**src/rtl/carr_loop_pkg.sv**
```systemverilog
package carr_loop_pkg;
  typedef enum logic [1:0] {
    MODE_WIDE   = 2'd0,
    MODE_NARROW = 2'd1,
    MODE_PLL    = 2'd2
  } cl_mode_e;
endpackage

```
**src/rtl/carr_fdisc.sv**
```systemverilog
// Four-quadrant frequency discriminator on consecutive samples.
module carr_fdisc #(
  parameter int IQ_W = 16,
  localparam int FE_W = IQ_W + 2
) (
  input  logic signed [IQ_W-1:0] i_cur,
  input  logic signed [IQ_W-1:0] q_cur,
  input  logic signed [IQ_W-1:0] i_prv,
  input  logic signed [IQ_W-1:0] q_prv,
  output logic signed [FE_W-1:0] err
);
  logic signed [IQ_W:0] ie, qe, di, dq, ai, aq;

  always_comb begin
    ie  = {i_cur[IQ_W-1], i_cur};
    qe  = {q_cur[IQ_W-1], q_cur};
    di  = ie - {i_prv[IQ_W-1], i_prv};
    dq  = qe - {q_prv[IQ_W-1], q_prv};
    ai  = i_cur[IQ_W-1] ? -ie : ie;
    aq  = q_cur[IQ_W-1] ? -qe : qe;
    if ($unsigned(ai) > $unsigned(aq)) begin
      if (!i_cur[IQ_W-1] && (i_cur != '0)) err = {dq[IQ_W], dq};
      else                                 err = -{dq[IQ_W], dq};
    end else begin
      if (!q_cur[IQ_W-1] && (q_cur != '0)) err = -{di[IQ_W], di};
      else                                 err = {di[IQ_W], di};
    end
  end
endmodule

```
**src/rtl/carr_mode_fsm.sv**
```systemverilog
// Mode sequencing: wide FLL -> narrow FLL -> PLL, back to wide on loss.
module carr_mode_fsm
  import carr_loop_pkg::*;
(
  input  logic     clk,
  input  logic     rst,
  input  logic     lock_lost,
  input  logic     upd,
  input  logic     carr_lock,
  input  logic     fe_small,
  output cl_mode_e mode_q,
  output logic     to_pll
);
  cl_mode_e nxt;

  always_comb begin
    nxt    = mode_q;
    to_pll = 1'b0;
    if (upd) begin
      case (mode_q)
        MODE_WIDE:   if (carr_lock) nxt = MODE_NARROW;
        MODE_NARROW: if (fe_small) begin
          nxt    = MODE_PLL;
          to_pll = 1'b1;
        end
        default: nxt = mode_q;
      endcase
    end
  end

  always_ff @(posedge clk) begin
    if (rst || lock_lost) mode_q <= MODE_WIDE;
    else                  mode_q <= nxt;
  end
endmodule

```
**src/rtl/carr_loop_filt.sv**
```systemverilog
// Shift-only loop filter with saturating accumulator and estimate.
module carr_loop_filt
  import carr_loop_pkg::*;
#(
  parameter int IQ_W      = 16,
  parameter int PE_W      = 16,
  parameter int ACC_W     = 24,
  parameter int EST_W     = 32,
  parameter int SH_WIDE   = 3,
  parameter int SH_NARROW = 8,
  parameter int K1_SH     = 10,
  parameter int K2_SH     = 4,
  localparam int FE_W     = IQ_W + 2
) (
  input  logic                    clk,
  input  logic                    rst,
  input  logic                    clr,
  input  logic                    upd,
  input  cl_mode_e                mode,
  input  logic                    to_pll,
  input  logic signed [FE_W-1:0]  fe,
  input  logic signed [PE_W-1:0]  pe,
  output logic signed [EST_W-1:0] est_q
);
  localparam int SW = ACC_W + 2;
  localparam int ET = EST_W + 2;
  localparam logic signed [SW-1:0] A_MAX = {3'b000, {(ACC_W-1){1'b1}}};
  localparam logic signed [SW-1:0] A_MIN = {3'b111, {(ACC_W-1){1'b0}}};
  localparam logic signed [ET-1:0] E_MAX = {3'b000, {(EST_W-1){1'b1}}};
  localparam logic signed [ET-1:0] E_MIN = {3'b111, {(EST_W-1){1'b0}}};

  logic signed [ACC_W-1:0] acc_q, acc_new, acc_shf;
  logic signed [SW-1:0]    e_ext, a_sum;
  logic signed [PE_W-1:0]  p_shf;
  logic signed [ET-1:0]    inc_a, inc_p, e_sum;
  logic signed [EST_W-1:0] est_new;
  logic [5:0]              sh;
  logic                    is_pll;

  always_comb begin
    is_pll = (mode == MODE_PLL);
    if (is_pll) e_ext = {{(SW-PE_W){pe[PE_W-1]}}, pe};
    else        e_ext = {{(SW-FE_W){fe[FE_W-1]}}, fe};
    a_sum = {{2{acc_q[ACC_W-1]}}, acc_q} + e_ext;
    if (a_sum > A_MAX)      acc_new = A_MAX[ACC_W-1:0];
    else if (a_sum < A_MIN) acc_new = A_MIN[ACC_W-1:0];
    else                    acc_new = a_sum[ACC_W-1:0];

    case (mode)
      MODE_WIDE:   sh = 6'(SH_WIDE);
      MODE_NARROW: sh = 6'(SH_NARROW);
      default:     sh = 6'(K1_SH);
    endcase
    acc_shf = acc_new >>> sh;
    p_shf   = pe >>> K2_SH;
    inc_a   = {{(ET-ACC_W){acc_shf[ACC_W-1]}}, acc_shf};
    inc_p   = is_pll ? {{(ET-PE_W){p_shf[PE_W-1]}}, p_shf} : '0;
    e_sum   = {{2{est_q[EST_W-1]}}, est_q} + inc_a + inc_p;
    if (e_sum > E_MAX)      est_new = E_MAX[EST_W-1:0];
    else if (e_sum < E_MIN) est_new = E_MIN[EST_W-1:0];
    else                    est_new = e_sum[EST_W-1:0];
  end

  always_ff @(posedge clk) begin
    if (rst || clr) begin
      acc_q <= '0;
      est_q <= '0;
    end else if (upd) begin
      acc_q <= to_pll ? '0 : acc_new;
      est_q <= est_new;
    end
  end
endmodule

```
**src/rtl/carr_loop_top.sv**
```systemverilog
module carr_loop_top
  import carr_loop_pkg::*;
#(
  parameter int IQ_W      = 16,
  parameter int PE_W      = 16,
  parameter int ACC_W     = 24,
  parameter int EST_W     = 32,
  parameter int SH_WIDE   = 3,
  parameter int SH_NARROW = 8,
  parameter int K1_SH     = 10,
  parameter int K2_SH     = 4,
  parameter int FE_LIM    = 16
) (
  input  logic             clk,
  input  logic             rst,
  input  logic             upd_vld,
  input  logic [IQ_W-1:0]  i_acc,
  input  logic [IQ_W-1:0]  q_acc,
  input  logic [PE_W-1:0]  ph_err,
  input  logic             carr_lock,
  input  logic             lock_lost,
  output logic [EST_W-1:0] freq_word,
  output logic [1:0]       mode,
  output logic             upd_out
);
  localparam int FE_W = IQ_W + 2;
  localparam logic [FE_W-1:0] LIM = FE_W'(FE_LIM);

  logic signed [IQ_W-1:0]  i_prv, q_prv;
  logic signed [FE_W-1:0]  fe, fe_abs;
  logic signed [EST_W-1:0] est;
  logic                    fe_small, to_pll;
  cl_mode_e                mode_q;

  carr_fdisc #(.IQ_W(IQ_W)) u_disc (
    .i_cur(i_acc), .q_cur(q_acc), .i_prv(i_prv), .q_prv(q_prv), .err(fe)
  );

  always_comb begin
    fe_abs   = fe[FE_W-1] ? -fe : fe;
    fe_small = ($unsigned(fe_abs) < LIM);
  end

  carr_mode_fsm u_fsm (
    .clk(clk), .rst(rst), .lock_lost(lock_lost), .upd(upd_vld),
    .carr_lock(carr_lock), .fe_small(fe_small), .mode_q(mode_q), .to_pll(to_pll)
  );

  carr_loop_filt #(
    .IQ_W(IQ_W), .PE_W(PE_W), .ACC_W(ACC_W), .EST_W(EST_W),
    .SH_WIDE(SH_WIDE), .SH_NARROW(SH_NARROW), .K1_SH(K1_SH), .K2_SH(K2_SH)
  ) u_filt (
    .clk(clk), .rst(rst), .clr(lock_lost), .upd(upd_vld), .mode(mode_q),
    .to_pll(to_pll), .fe(fe), .pe(ph_err), .est_q(est)
  );

  always_ff @(posedge clk) begin
    if (rst || lock_lost) begin
      i_prv   <= '0;
      q_prv   <= '0;
      upd_out <= 1'b0;
    end else begin
      upd_out <= upd_vld;
      if (upd_vld) begin
        i_prv <= i_acc;
        q_prv <= q_acc;
      end
    end
  end

  assign freq_word = est;
  assign mode      = mode_q;
endmodule

```
**config.mk**
```make
export PLATFORM = sky130hd
export DESIGN_NAME = carr_loop_top
export DESIGN_NICKNAME = d
export VERILOG_FILES = /design/src/rtl/carr_loop_pkg.sv /design/src/rtl/carr_fdisc.sv /design/src/rtl/carr_mode_fsm.sv /design/src/rtl/carr_loop_filt.sv /design/src/rtl/carr_loop_top.sv
export SDC_FILE = /design/constraint.sdc
export NUM_CORES = 1
export LEC_CHECK = 0
export ABC_AREA = 1
export BUFFER_PORTS_ARGS = -buffer_cell sky130_fd_sc_hd__buf_2
export CAP_MARGIN = 10
export CORE_UTILIZATION = 52
export CTS_CLUSTER_DIAMETER = 50
export DETAILED_ROUTE_END_ITERATION = 10
export PLACE_DENSITY = 0.82
export SETUP_SLACK_MARGIN = 0.15
export SYNTH_ARGS = -nofsm -noshare
export SYNTH_HDL_FRONTEND = slang
export SYNTH_HIERARCHICAL = 1
export SYNTH_SLANG_ARGS = --single-unit
```
**constraint.sdc**
```tcl
create_clock -name clk -period 9.27 [get_ports clk]
set_input_delay 1.854 -clock clk [delete_from_list [all_inputs] [get_ports clk]]
set_output_delay 1.854 -clock clk [all_outputs]
set_load 0.005 [all_outputs]
```
# ---- Yosys cells after proc, flatten, opt, wreduce, memory -nomap -nowiden
# Index checks and enable logic that the tools add are counted.
dict set report word_totals {
  reg_bits 91
  in_bits 53
}
dict set report op_classes {
  add_sub_neg 10
  n_lt_le_gt_ge 6
  eq_ne 4
  shift 1
  n_mux 20
  reduce_logical 10
}
# operator n
set ops {}
lappend ops {{two-way mux 18 bit} 4}
lappend ops {{two-way mux 24 bit} 3}
lappend ops {{two-way mux 32 bit} 2}
lappend ops {{negation 18 bit} 3}
lappend ops {{adder 34 bit} 1}
lappend ops {{> comparator 34 x 32 -> 1 bit (second input constant)} 1}
lappend ops {{less-than comparator 34 x 32 -> 1 bit (second input constant)} 1}
lappend ops {{two-way mux 17 bit} 2}
lappend ops {{two-way mux 34 bit} 1}
lappend ops {{negation 16 -> 17 bit} 2}
lappend ops {{subtractor 16 x 16 -> 17 bit} 2}
lappend ops {{adder 32 x 24 -> 33 bit} 1}
lappend ops {{nonzero test 16 bit} 2}
lappend ops {{adder 26 bit} 1}
lappend ops {{> comparator 26 x 24 -> 1 bit (second input constant)} 1}
lappend ops {{less-than comparator 26 x 24 -> 1 bit (second input constant)} 1}
lappend ops {{two-way mux 26 bit} 1}
lappend ops {{>>> shifter 24 x 4 -> 24 bit} 1}
lappend ops {{less-than comparator 18 x 5 -> 1 bit (second input constant)} 1}
lappend ops {{> comparator 17 bit} 1}
lappend ops {{case mux 4 bit (2 select lines)} 1}
lappend ops {{two-way mux 2 bit} 2}
lappend ops {{inequality test 2 bit (second input constant)} 2}
lappend ops {{case mux 2 bit (2 select lines)} 1}
lappend ops {{9 further kinds} 13}

# ---- Depth between registers and ports, before layout
dict set report depth {
  ltp_word 15
  mapped_depth 70
}

# ---- Cells and area by module
# Netlist, hierarchy kept.
# module instances cells_per_inst area_each_um2 seq_area_each_um2
set by_module_without_submodules {}
lappend by_module_without_submodules {carr_loop_filt 1 1448 8383.0 1121.1}
lappend by_module_without_submodules {carr_fdisc 1 885 4581.9 0.0}
lappend by_module_without_submodules {carr_loop_top 1 267 1731.7 660.6}
lappend by_module_without_submodules {carr_mode_fsm 1 22 118.9 40.0}

# ---- Worst setup path after synthesis
# OpenSTA, ideal clock, no wires.
dict set report synth_path {
  kind {input to register}
  from {input port q_acc[1]}
  to {register u_filt.est_q[21]}
  arrival_ns 9.797
  t_required_ns 9.148
  path_slack_ns -0.649
  cell_stages 63
  path_buffers 4
  cell_sequence {inv_1 > ha_1 > inv_1 > nor3_2 > nand2_1 > nor3_4 > inv_1 > o21ai_0 > nand2_1 > xnor2_1 > ha_1 > nand3_1 > nor3_1 > nand3_1 > o211ai_1 > nand2_1 > buf_2 > mux2i_1 > [27 not listed] > o21ai_0 > xor2_1 > ha_1 > nand2_1 > nor2_1 > inv_1 > nor3_2 > nand2_1 > nand2_2 > nand2_2 > nand2_1 > nand2_1 > nand2_1 > nand2_1 > a21oi_2 > buf_4 > buf_8 > a21oi_2}
}
dict set report synth_via {
  elab_chain_len 15
  elab_cells_between_ends 23
  cone_classes {add/sub: 6; order compare: 5; shift: 1; mux: 9; reduce/logical: 2}
}
# item line_no
set synth_rtl {}
lappend synth_rtl {{from (decl)} carr_loop_top.sv:18} ;# input logic [IQ_W-1:0] q_acc,
lappend synth_rtl {{negation 16 -> 17 bit or nonzero test 16 bit (tied branches)} {carr_fdisc.sv:20, carr_fdisc.sv:25}}
lappend synth_rtl {{two-way mux 17 bit or logical AND 1 bit (tied branches)} {carr_fdisc.sv:20, carr_fdisc.sv:25}}
lappend synth_rtl {{> comparator 17 bit or two-way mux 18 bit (tied branches)} {carr_fdisc.sv:21, carr_fdisc.sv:25}}
lappend synth_rtl {{two-way mux 18 bit *} carr_fdisc.sv:21} ;# if ($unsigned(ai) > $unsigned(aq)) begin
lappend synth_rtl {{named net fe[0]} carr_loop_top.sv:30} ;# logic signed [FE_W-1:0] fe, fe_abs;
lappend synth_rtl {{two-way mux 26 bit *} carr_loop_filt.sv:42} ;# if (is_pll) e_ext = {{(SW-PE_W){pe[PE_W-1]}}, pe};
lappend synth_rtl {{adder 26 bit *} carr_loop_filt.sv:44} ;# a_sum = {{2{acc_q[ACC_W-1]}}, acc_q} + e_ext;
lappend synth_rtl {{less-than comparator 26 x 24 -> 1 bit} carr_loop_filt.sv:46} ;# else if (a_sum < A_MIN) acc_new = A_MIN[ACC_W-1:0];
lappend synth_rtl {{two-way mux 24 bit} carr_loop_filt.sv:46}
lappend synth_rtl {{two-way mux 24 bit *} carr_loop_filt.sv:45} ;# if (a_sum > A_MAX) acc_new = A_MAX[ACC_W-1:0];
lappend synth_rtl {{>>> shifter 24 x 4 -> 24 bit *} carr_loop_filt.sv:54} ;# acc_shf = acc_new >>> sh;
lappend synth_rtl {{adder 32 x 24 -> 33 bit *} carr_loop_filt.sv:58} ;# e_sum = {{2{est_q[EST_W-1]}}, est_q} + inc_a + inc_p;
lappend synth_rtl {{adder 34 bit *} carr_loop_filt.sv:58}
lappend synth_rtl {{less-than comparator 34 x 32 -> 1 bit} carr_loop_filt.sv:60} ;# else if (e_sum < E_MIN) est_new = E_MIN[EST_W-1:0];
lappend synth_rtl {{two-way mux 32 bit} carr_loop_filt.sv:60}
lappend synth_rtl {{two-way mux 32 bit *} carr_loop_filt.sv:59} ;# if (e_sum > E_MAX) est_new = E_MAX[EST_W-1:0];
lappend synth_rtl {{to (signal assigned)} carr_loop_filt.sv:70} ;# est_q <= est_new;
lappend synth_rtl {{to (decl)} carr_loop_filt.sv:23} ;# output logic signed [EST_W-1:0] est_q
# Mark *: on every way through the listed nets, which the timed path passes. The rest lies on a longest branch.
# A chain may end at the register's enable or synchronous reset.

# ---- Final worst setup path
dict set report layout_path {
  from {input port i_acc[2]}
  to {register u_filt.est_q[23]}
}
dict set report layout_via {
  elab_chain_len 15
  elab_cells_between_ends 23
  cone_classes {add/sub: 6; order compare: 5; shift: 1; mux: 9; reduce/logical: 2}
}
# item line_no
set layout_rtl {}
lappend layout_rtl {{from (decl)} carr_loop_top.sv:17} ;# input logic [IQ_W-1:0] i_acc,
lappend layout_rtl {{subtractor 16 x 16 -> 17 bit (tied with other cells)} carr_fdisc.sv:17} ;# di = ie - {i_prv[IQ_W-1], i_prv};
lappend layout_rtl {{negation 18 bit (tied with other cells)} carr_fdisc.sv:25} ;# if (!q_cur[IQ_W-1] && (q_cur != '0)) err = -{di[IQ_W], di};
lappend layout_rtl {{two-way mux 18 bit (tied with other cells)} carr_fdisc.sv:25}
lappend layout_rtl {{two-way mux 18 bit *} carr_fdisc.sv:21}
lappend layout_rtl {{named net fe[14]} carr_loop_top.sv:30}
lappend layout_rtl {{two-way mux 26 bit *} carr_loop_filt.sv:42}
lappend layout_rtl {{adder 26 bit *} carr_loop_filt.sv:44}
lappend layout_rtl {{less-than comparator 26 x 24 -> 1 bit} carr_loop_filt.sv:46}
lappend layout_rtl {{two-way mux 24 bit} carr_loop_filt.sv:46}
lappend layout_rtl {{two-way mux 24 bit *} carr_loop_filt.sv:45}
lappend layout_rtl {{>>> shifter 24 x 4 -> 24 bit *} carr_loop_filt.sv:54}
lappend layout_rtl {{adder 32 x 24 -> 33 bit *} carr_loop_filt.sv:58}
lappend layout_rtl {{adder 34 bit *} carr_loop_filt.sv:58}
lappend layout_rtl {{less-than comparator 34 x 32 -> 1 bit} carr_loop_filt.sv:60}
lappend layout_rtl {{two-way mux 32 bit} carr_loop_filt.sv:60}
lappend layout_rtl {{two-way mux 32 bit *} carr_loop_filt.sv:59}
# Marks and branches as above.

==> impl.org <==
** Run status
- Violated checks :: negative setup slack
- The flow ran to the end, but the final reports show violations.

** Logic synthesis
- Flip-flop cell with the highest count after synthesis :: sky130_fd_sc_hd__dfxtp_1
- Each instance of the synthesized netlist takes up on average 5.65 um^2.
- Counting distinct cell types in the post-synthesis netlist gives 55.
- Of the synthesized area, sequential elements account for 0.123.
- The Yosys step of the flow raised 6 warnings.
- Post-synth net total :: 2826
- Async S/R FF share, synth :: 0
- Number of flops mapped to enable cells by yosys :: 0
- Synthesis handed over a netlist of 2622 instances.
- Post-Syn Area :: 14800 um^2
- Counting flops and latches in the post-synthesis netlist gives 91.

** STA
- F_max :: 0.0965 GHz
- For the final routed database, the setup TNS stands at -33.22 ns.
- Hold Vio Cnt, Final :: 0
- Pin slew with the least headroom to its limit :: 1.34 ns
- For the finished layout, the period the worst path requires is 10.36 ns.
- The number of pins exceeding their max-slew limit in the final report was 0.
- In the finished design, the share of the clock period the worst path needs comes to 1.12.
- Setup violations remaining at the end of the flow were counted as 32.
- Max transition margin :: 0.104
- Smallest setup slack after layout :: -1.09 ns
- Clock skew on the completed layout was measured at 0.0166 ns.
- Final hold slack :: 0.462 ns
- Unrepaired setup endpoints after global routing :: yes

** Placement
- At the end of routability-driven placement, the weighted congestion stood at 0.964.
- OpenSTA, run right after detailed placement, puts the worst setup slack at -1.74 ns.
- Placed cells :: 3490
- Detailed placement finished with a half-perimeter wire length of 42100 um.
- Input and output buffers added on the ports amount to 87.

** Critical path
- The worst setup path is captured at a register.
- Worst path max stage delay :: 0.37 ns
- Worst path top cell family by delay :: simple AND/OR/NAND/NOR gates
- Buffers plus inverters on the worst setup path :: 11
- The worst setup path is launched from an input port.
- For the worst setup path, the data arrival time is 10.61 ns.
- Worst setup slack for register-to-register paths :: 1.01 ns
- Crit path max-delay cell type :: sky130_fd_sc_hd__ha_1
- Req. time, crit path :: 9.52 ns
- In this design, the critical path's most frequently occurring cell is sky130_fd_sc_hd__nand2_1.
- Maximum fanout along the worst path :: 7
- Classification of the worst setup path :: in -> reg

** Cells and area
- In the final design database the tool counted 3404 nets.
- Diodes inserted :: 0
- Fraction of final layout cells sized beyond drive strength 1 :: 0.335
- In the layout the commonest cells are 842 x sky130_fd_sc_hd__nand2_1, 506 x sky130_fd_sc_hd__buf_4, 341 x sky130_fd_sc_hd__inv_1.
- Layout overhead on the synthesized area :: 46.9%
- Leaving out fill and tap cells, the most frequent cell in the layout is sky130_fd_sc_hd__nand2_1.
- Final standard cell count with taps included and fillers excluded :: 3583

** Power
- The analysis attributes to cell leakage a power of 11.7 nW.
- IR drop worst, VDD :: 0.000216 V
- Total power consumption of the routed design :: 6.62 mW
- Power density relative to cell area :: 304 nW/um^2

** Floorplanning
- The die is 171 um wide.
- The floorplan step defined a die boundary enclosing 29200 um^2.
- Vert. Die Dim :: 171 um
- Initial core utilization :: 0.530
- The core region is 27900 um^2.
- Ports placed on the boundary :: 88
- Cell row count :: 61

** Global route
- Vias in the first global route :: 17.9k
- Maximum number of pins on one net before global-route repair :: 61
- In the global route stage, overall resource usage came out at 0.364.
- First-pass GRT wire length :: 85200 um
- The initial antenna violation count was 0.
- Aggregate global routing overflow :: 0

** Routing
- Before antenna repair, the detailed router went through 6 iterations.
- After detailed routing, the number of remaining DRC violations is 0.
- In the routed layout, each cell is associated on average with a via count of 5.49.
- Summed over all layers, the routed wires come to 57700 um.
- Mean routed wirelength per cell :: 16.1 um
- Summing over every cut layer, the via total after detailed routing is 19.7k.
- Initial DRC Count :: 1990
- The count of nets left with antenna violations once routing finished came out at 0.

** Worst hold path
- Path category of the worst min-delay check :: reg -> reg

** Flow run
- The tool flagged a number of max-cap violations equal to 0.

** CTS
- Post-CTS Hold Buffers :: 0
- The tree built by TritonCTS fans out to 91 sinks.
- After clock tree synthesis, the clock-pin slew on the worst setup and hold paths is 0.08 ns.
- Number of buffers between clock root and the deepest sink :: 2
- TritonCTS built the clock tree.
- Total clock buffers created by CTS :: 9
- H-tree depth :: 3
- Clk Latency, worst-skew pair :: 0.37 ns
- In this run the clock root is driven by a sky130_fd_sc_hd__clkbuf_16.
-- worst min-delay path, delay by kind of cell, from the launching register on --
family             cells  cell delay, ns
and+or+nand+nor        1            0.06
AOI/OAI and AO/OA      1            0.05
DFF                    1            0.31
-- through the flow --
step | utilization | area (um^2)
6_report | 0.779 | 21800
5_1_grt | 0.779 | 21800
4_1_cts | 0.730 | 20400
3_5_place_dp | 0.684 | 19100
3_3_place_gp | 0.684 | 19100
2_1_floorplan | - | 15100
-- repair_timing --
action | 4_1_cts | 5_1_grt
pin swaps | 45 | 74
gates cloned | 5 | 4
endpoints found under the setup margin | 32 | 32
gates resized for setup | 143 | 231
buffers inserted | 31 | 36
-- cells in the mapped netlist, types with 11 or more instances --
cell type	n	area, um^2
sky130_fd_sc_hd__xor2_1	77	674
sky130_fd_sc_hd__xnor2_1	31	272
sky130_fd_sc_hd__nand3_1	162	811
sky130_fd_sc_hd__clkbuf_1	27	101
sky130_fd_sc_hd__dfxtp_1	91	1820
sky130_fd_sc_hd__nor2_1	207	777
sky130_fd_sc_hd__inv_1	352	1320
sky130_fd_sc_hd__nand4_1	26	163
sky130_fd_sc_hd__buf_2	11	55.1
sky130_fd_sc_hd__a21oi_2	14	123
sky130_fd_sc_hd__o21bai_1	13	97.6
sky130_fd_sc_hd__nand3_2	13	130
sky130_fd_sc_hd__nand2_1	938	3520
sky130_fd_sc_hd__nand2_2	51	319
sky130_fd_sc_hd__nand3b_1	12	90.1
sky130_fd_sc_hd__o21ai_0	91	455
sky130_fd_sc_hd__a21oi_1	196	981
sky130_fd_sc_hd__ha_1	146	1830
sky130_fd_sc_hd__nor3_1	23	115
-- sequential cells by signal, indices dropped and copies added (netlist names) --
register / count
u_filt/est_q: 32
u_filt/acc_q: 24
i_prv: 16
q_prv: 16
u_fsm/mode_q: 2
upd_out: 1
-- final timing paths --
| kind | startpoint | to | cells after the start |
|---|---|---|---|
| worst max-delay path | i_acc[2] | u_filt/est_q[23] | 64 |
| worst min-delay path | i_prv[9] | i_prv[9] | 2 |
| worst max register to register | i_prv[0] | u_filt/est_q[23] | 55 |
| worst min register to register | i_prv[9] | i_prv[9] | 2 |
-- layer usage --
metal | vias up | track usage | routed length, um
met5 | - | 0 | 0
met4 | 0 | 0.130 | 2440
met3 | 204 | 0.0532 | 4570
met2 | 950 | 0.615 | 26600
met1 | 9029 | 0.467 | 24100
li1 | 9498 | - | -
-- power by group --
part	switching, mW	internal (mW)	leakage, nW	total (mW)
clock network	0.195	0.213	0.144	0.408
logic	3.14	2.58	10.8	5.72
registers	0.0495	0.435	0.743	0.485
-- kinds of logic (layout without fill, tap and decap cells) --
group | count (synthesis) | count (layout) | synth area share
adders and majority gates | 151 | 151 | 0.130
and+or+nand+nor | 1493 | 1497 | 0.434
xor gates and xnor gates | 109 | 109 | 0.0649
other | 2 | 2 | 0.000507
muxes | 2 | 2 | 0.00135
buffers and inverters | 419 | 998 | 0.114
AOI/OAI and AO/OA | 355 | 355 | 0.132
DFF | 91 | 91 | 0.123
-- layout make-up --
type                       instances  area, um^2
multi-input combinational       2116       13100
fill                            2108        6180
timing repair buffer             617        4700
sequential                        91        1820
inverter                         365        1390
tap                              378         473
clock buffer                      10         229
clock inverter                     6        72.6
No activity file was read; power rests on OpenSTA's default activity.
